$ cat src/rtl/dvr_pkg.sv
package dvr_pkg;
  typedef enum logic {
    MODE_DIRECT = 1'b0,
    MODE_MULT   = 1'b1
  } mode_e;
endpackage

$ cat src/rtl/dvr_store.sv
module dvr_store
  import dvr_pkg::*;
#(
  parameter int unsigned          ADDR_W   = 16,
  parameter int unsigned          DATA_W   = 16,
  parameter logic [ADDR_W-1:0]    CFG_ADDR = 16'hA000,
  parameter logic [ADDR_W-1:0]    LO_ADDR  = 16'hA002,
  parameter logic [ADDR_W-1:0]    HI_ADDR  = 16'hA004
) (
  input  logic              clk_i,
  input  logic              rst_ni,
  input  logic [ADDR_W-1:0] addr_i,
  input  logic [DATA_W-1:0] wdata_i,
  input  logic              we_i,
  output mode_e             mode_o,
  output logic [DATA_W-1:0] lo_o,
  output logic [DATA_W-1:0] hi_o
);
  mode_e             mode_q;
  logic [DATA_W-1:0] lo_q, hi_q;

  always_ff @(posedge clk_i or negedge rst_ni) begin
    if (!rst_ni) begin
      mode_q <= MODE_DIRECT;
      lo_q   <= '0;
      hi_q   <= '0;
    end else if (we_i) begin
      unique case (addr_i)
        CFG_ADDR: mode_q <= mode_e'(wdata_i[0]);
        LO_ADDR:  lo_q   <= wdata_i;
        HI_ADDR:  hi_q   <= wdata_i;
        default:  ;
      endcase
    end
  end

  assign mode_o = mode_q;
  assign lo_o   = lo_q;
  assign hi_o   = hi_q;

  a_r2_lo_load: assert property (@(posedge clk_i) disable iff (!rst_ni)
    (we_i && addr_i == LO_ADDR) |=> lo_q == $past(wdata_i));
  a_r2_hi_load: assert property (@(posedge clk_i) disable iff (!rst_ni)
    (we_i && addr_i == HI_ADDR) |=> hi_q == $past(wdata_i));
  a_r9_lo_hold: assert property (@(posedge clk_i) disable iff (!rst_ni)
    !(we_i && addr_i == LO_ADDR) |=> $stable(lo_q));
  a_r9_hi_hold: assert property (@(posedge clk_i) disable iff (!rst_ni)
    !(we_i && addr_i == HI_ADDR) |=> $stable(hi_q));
  a_r7_mode_hold: assert property (@(posedge clk_i) disable iff (!rst_ni)
    !(we_i && addr_i == CFG_ADDR) |=> $stable(mode_q));
endmodule

$ cat src/rtl/dvr_mult.sv
module dvr_mult #(
  parameter int unsigned DATA_W = 16,
  localparam int unsigned PROD_W = 2 * DATA_W
) (
  input  logic [DATA_W-1:0] a_i,
  input  logic [DATA_W-1:0] b_i,
  output logic [PROD_W-1:0] prod_o
);
  // unsigned, full width: cannot overflow
  always_comb prod_o = PROD_W'(a_i) * PROD_W'(b_i);
endmodule

$ cat src/rtl/dvr_view.sv
module dvr_view
  import dvr_pkg::*;
#(
  parameter int unsigned          ADDR_W   = 16,
  parameter int unsigned          DATA_W   = 16,
  parameter logic [ADDR_W-1:0]    CFG_ADDR = 16'hA000,
  parameter logic [ADDR_W-1:0]    LO_ADDR  = 16'hA002,
  parameter logic [ADDR_W-1:0]    HI_ADDR  = 16'hA004,
  localparam int unsigned         PROD_W   = 2 * DATA_W
) (
  input  logic              clk_i,
  input  logic              rst_ni,
  input  logic [ADDR_W-1:0] addr_i,
  input  logic              re_i,
  input  mode_e             mode_i,
  input  logic [DATA_W-1:0] lo_i,
  input  logic [DATA_W-1:0] hi_i,
  input  logic [PROD_W-1:0] prod_i,
  output logic [DATA_W-1:0] rdata_o,
  output logic              rvalid_o,
  output logic [PROD_W-1:0] hw_value_o
);
  logic [PROD_W-1:0] view;
  logic [DATA_W-1:0] rdata_q;
  logic              rvalid_q;
  logic              mapped;

  always_comb view = (mode_i == MODE_MULT) ? prod_i : {hi_i, lo_i};
  assign hw_value_o = view;
  assign mapped = (addr_i == CFG_ADDR) || (addr_i == LO_ADDR) || (addr_i == HI_ADDR);

  always_ff @(posedge clk_i or negedge rst_ni) begin
    if (!rst_ni) begin
      rdata_q  <= '0;
      rvalid_q <= 1'b0;
    end else begin
      rvalid_q <= re_i;
      if (re_i) begin
        unique case (addr_i)
          CFG_ADDR: rdata_q <= {{(DATA_W-1){1'b0}}, mode_i == MODE_MULT};
          LO_ADDR:  rdata_q <= view[DATA_W-1:0];
          HI_ADDR:  rdata_q <= view[PROD_W-1:DATA_W];
          default:  rdata_q <= '0;
        endcase
      end
    end
  end

  assign rdata_o  = rdata_q;
  assign rvalid_o = rvalid_q;

  a_r8_valid_follows: assert property (@(posedge clk_i) disable iff (!rst_ni)
    re_i |=> rvalid_o);
  a_r8_valid_idle: assert property (@(posedge clk_i) disable iff (!rst_ni)
    !re_i |=> !rvalid_o);
  a_r9_unmapped_zero: assert property (@(posedge clk_i) disable iff (!rst_ni)
    (re_i && !mapped) |=> rdata_o == '0);
  a_r7_cfg_upper_zero: assert property (@(posedge clk_i) disable iff (!rst_ni)
    (re_i && addr_i == CFG_ADDR) |=> rdata_o[DATA_W-1:1] == '0);
  a_r3_no_overflow: assert property (@(posedge clk_i) disable iff (!rst_ni)
    (hi_i != '0) |-> prod_i >= PROD_W'(lo_i));
  a_r5_zero_factor: assert property (@(posedge clk_i) disable iff (!rst_ni)
    (mode_i == MODE_MULT && (lo_i == '0 || hi_i == '0)) |-> hw_value_o == '0);
  a_r6_raw_view: assert property (@(posedge clk_i) disable iff (!rst_ni)
    (mode_i == MODE_DIRECT) |-> hw_value_o[DATA_W-1:0] == lo_i);
endmodule

$ cat src/rtl/dual_view_regs.sv
module dual_view_regs
  import dvr_pkg::*;
#(
  parameter int unsigned       ADDR_W   = 16,
  parameter int unsigned       DATA_W   = 16,
  parameter logic [ADDR_W-1:0] CFG_ADDR = 16'hA000,
  parameter logic [ADDR_W-1:0] LO_ADDR  = 16'hA002,
  parameter logic [ADDR_W-1:0] HI_ADDR  = 16'hA004,
  localparam int unsigned      PROD_W   = 2 * DATA_W
) (
  input  logic              clk_i,
  input  logic              rst_ni,
  input  logic [ADDR_W-1:0] addr_i,
  input  logic [DATA_W-1:0] wdata_i,
  input  logic              we_i,
  input  logic              re_i,
  output logic [DATA_W-1:0] rdata_o,
  output logic              rvalid_o,
  output logic [PROD_W-1:0] hw_value_o
);
  mode_e             mode;
  logic [DATA_W-1:0] lo, hi;
  logic [PROD_W-1:0] prod;

  dvr_store #(
    .ADDR_W(ADDR_W), .DATA_W(DATA_W),
    .CFG_ADDR(CFG_ADDR), .LO_ADDR(LO_ADDR), .HI_ADDR(HI_ADDR)
  ) u_store (
    .clk_i(clk_i), .rst_ni(rst_ni), .addr_i(addr_i), .wdata_i(wdata_i),
    .we_i(we_i), .mode_o(mode), .lo_o(lo), .hi_o(hi)
  );

  dvr_mult #(.DATA_W(DATA_W)) u_mult (
    .a_i(lo), .b_i(hi), .prod_o(prod)
  );

  dvr_view #(
    .ADDR_W(ADDR_W), .DATA_W(DATA_W),
    .CFG_ADDR(CFG_ADDR), .LO_ADDR(LO_ADDR), .HI_ADDR(HI_ADDR)
  ) u_view (
    .clk_i(clk_i), .rst_ni(rst_ni), .addr_i(addr_i), .re_i(re_i),
    .mode_i(mode), .lo_i(lo), .hi_i(hi), .prod_i(prod),
    .rdata_o(rdata_o), .rvalid_o(rvalid_o), .hw_value_o(hw_value_o)
  );

  a_r1_reset_clear: assert property (@(posedge clk_i)
    $rose(rst_ni) |-> hw_value_o == '0);
endmodule

$ cat config.mk
export PLATFORM = sky130hd
export DESIGN_NAME = dual_view_regs
export DESIGN_NICKNAME = d
export VERILOG_FILES = /design/src/rtl/dvr_pkg.sv /design/src/rtl/dvr_store.sv /design/src/rtl/dvr_mult.sv /design/src/rtl/dvr_view.sv /design/src/rtl/dual_view_regs.sv
export SDC_FILE = /design/constraint.sdc
export NUM_CORES = 1
export LEC_CHECK = 0
export BUFFER_PORTS_ARGS = -buffer_cell sky130_fd_sc_hd__buf_4
export CORE_MARGIN = 4
export CORE_UTILIZATION = 40
export CTS_BUF_LIST = sky130_fd_sc_hd__clkbuf_8
export DETAILED_ROUTE_END_ITERATION = 6
export PLACE_DENSITY = 0.68
export SLEW_MARGIN = 0
export SYNTH_ARGS = -nofsm -noshare
export SYNTH_HDL_FRONTEND = slang
export SYNTH_SLANG_ARGS = --single-unit
$ cat constraint.sdc
create_clock -name clk_i -period 6.5 [get_ports clk_i]
set_input_delay 1.3 -clock clk_i [delete_from_list [all_inputs] [get_ports clk_i]]
set_output_delay 1.3 -clock clk_i [all_outputs]
set_load 0.005 [all_outputs]
==> summary.txt <==
Floorplan
  – Die width: between 150 and 200 um
  – Initial core utilization: around 40%
  – Core area: between 20,000 and 30,000 um2
  – Full die area: roughly 31,000 um2
  – Rows: 60
  – Die height: between 150 and 200 um
  – IO Count: 85

CTS
  – Clock Tree Buf Depth: 2
  – # clock sinks: 50
  – CTS tree: done
  – Clock transition at the registers of the reported paths: 100 ps
  – H-Tree Depth: 2
  – Clock Latency Late Sink: roughly 340 ps
  – Num CTS Buffers: 5
  – Clock root buffer: clkbuf_8

Yosys
  – Area share of the largest cell type after synthesis: between 30% and 40%
  – Post-synth EDFFs: 0
  – Post-Syn Area: ~11,000 um2
  – Mean Syn Cell Area: around 9 um2
  – Synth area leader: fa_1
  – Top post-synthesis cells by count: inv_1, fa_1, nand2_1
  – Async S/R FF share, synth: between 90% and 100%
  – Post-synthesis cell type count: 53
  – Yosys warning count: 0
  – Post-synth net total: 1,585
  – Synthesized instance count: approximately 1,300
  – Yosys reg bits: 50
  – Top-count cell post-synth: inv_1
  – Seq/Total Area, Yosys: 11.18%
  – Top post-synthesis cells by area: fa_1, ha_1, dfrtp_1
  – Top_reg_cell synth: dfrtp_1

Detailed routing
  – Initial DRC Count: about 640
  – DRC Markers: 0
  – Wirelength per Cell: about 19 um
  – Vias per inst: approximately 5.3
  – Routed WL: ~35 mm
  – Antenna-violating nets left: 0
  – Drt pass-1 iters: 5
  – Vias: approximately 10,000

Timing
  – Max Fclk: between 0.1 and 0.15 GHz
  – Final Hold Fails: 0
  – Setup ws final: -1113 ps
  – # setup viols final: 24
  – Clk_skew: roughly 7.7 ps
  – RSZ-0062 raised after global routing: yes
  – Max Slew Vio Count: 0
  – Post-layout min period: about 7600 ps
  – Slew headroom: about 25%
  – Worst Tran Pin Value: 1127 ps
  – Crit share post-route: 117.1%

Worst setup path
  – CP delay by family, top: adder cells
  – CP dominant cell by count: fa_1
  – Arrival @ worst endpoint: roughly 6300 ps
  – Worst-path fanout max: 6
  – CP bufs+invs: 7
  – Crit-path slowest cell: fa_1
  – CP Cell Sequence: buf_6, and2_4, fa_1, inv_1, fa_1, fa_1, fa_1, inv_2, fa_1, inv_2, fa_1, inv_2, ha_4, nand3_4, nor3b_4, o211a_1, nor2_2, o311a_1, xnor2_2, buf_4, mux2_4, buf_6
  – Setup crit start kind: register
  – Delay of the slowest critical-path stage: between 500 and 600 ps
  – WS Path Type: register to primary output
  – Setup crit end kind: primary output
  – Required @ worst endpoint: 5200 ps

Run status
  – Status: complete, but fails checks
  – Violated checks: negative setup slack

Finish
  – Fraction of layout cells with a size suffix above 1: around 34%
  – Diodes inserted: 0
  – Fin util: 54.61%
  – Synth-to-Final Area Change: 33.00%
  – # fillers: between 2,000 and 2,500
  – Total Nets Final: approximately 1,800

Placement
  – Hpwl dp: 26.63 mm
  – Placer Congestion: just under 1
  – Buffers on Ports: 84

GRT
  – Global-route wire length before repair: 54.84 mm
  – Global route overflow: 0
  – GRT Util Overall: between 20 and 25%
  – Largest net degree at the start of global routing: between 50 and 60
  – Initial antenna violation count: 1
  – Number of global-route vias before repair: a little over 10,000

Hold path
  – Hold Path Class: register to register

Power and ir drop
  – Leak Pwr: between 7 and 8 nW
  – Total power: approximately 0.58 mW
  – Maximum VDD drop: 0.00006841 V
  – P per Cell Area: a little under 40 nW/um2

Job
  – Maximum Capacitance Violations: 0
[final cells by class]
class / instances / area (um2) / area share (%)
Clock inverter: 2 / 12.51 / 0.08408
Timing Repair Buffer: 301 / 2539 / 17.06
Sequential cell: 50 / 1274 / 8.560
Tap cell: 372 / 465.4 / 3.128
Clock buffer: 6 / 82.58 / 0.5549
Inverter: 236 / 885.9 / 5.953
Multi-Input combinational cell: 894 / 9622 / 64.66
[through the flow]
step                      hold WS, ps  cell area [um2]  setup slack [ps]  setup TNS, ps  cells
after global routing            542.9            14880             -1244         -23670   1861
after global placement          496.6            13460            -716.5         -11080   1797
after CTS                       531.5            14300             -1066         -18750   1840
after floorplan                 497.9            11580            -253.0          -1448   1251
final                           531.2            14880             -1113         -20030   1861
after detailed placement        497.5            13460            -777.3         -12190   1797
[layout by cell type, fill, tap and decap left out, types with 10 or more instances in the layout]
cell and instances:
mux2_2 39, mux2_4 15, dfrtp_1 32, ha_1 88, ha_4 14, inv_1 220, fa_2 11, xnor2_1 10
nand2_1 169, a21o_1 18, inv_2 15, buf_4 246, and2_1 107, nor2_1 30, dfrtp_2 18, a21oi_1 27
o21ai_0 11, buf_6 45, and2_4 12, fa_1 183
[per-layer routing]
layer  share of wire (%)  global-route usage, %
met5               0.049                      0
met4                 3.0                  5.990
met3                 6.8                  3.548
met1                  42                  30.80
met2                  48                  37.04
[logic make-up (layout without fill, tap and decap cells)]
group	count (synthesis)	in the layout	synth area share (%)
compound gates	139	139	8.287
xor+xnor	24	24	1.879
fa+ha+maj	298	298	46.34
buf+inv	307	545	10.32
flops	50	50	11.18
mux	54	54	5.435
simple gates	379	379	16.55
[timing repair]
item                                    in CTS  in global routing
gates resized for setup                    119                 90
hold buffers                                 0                  0
pin swaps                                   46                 68
endpoints found under the hold margin        0                  0
buffers inserted                            36                 27
endpoints found under the setup margin      24                 29
[worst paths after layout]
path,startpoint,endpoint,slack (ps),cells after the start
setup / recovery,u_store.hi_o[4],hw_value_o[21],-1110,22
max in group asynchronous,rst_ni,u_store.lo_o[9],4950,1
hold / removal,u_view.rdata_o[3],u_view.rdata_o[3],530,1
min in group asynchronous,rst_ni,u_view.rdata_o[2],1010,1
setup reg to reg,u_store.hi_o[4],u_view.rdata_o[13],20,25
hold reg to reg,u_view.rdata_o[3],u_view.rdata_o[3],530,1
[sequential cells by signal (all words and copies together) (netlist names)]
signal / flops
u_store.mode_o: 1
u_store.hi_o: 16
u_view.rvalid_o: 1
u_store.lo_o: 16
u_view.rdata_o: 16
[report_power, final]
part / switching [mW] / internal (mW)
registers: 0.00426 / 0.316
clock network: 0.126 / 0.0861
logic: 0.0261 / 0.0248
Power figures use the tool's default switching activity.
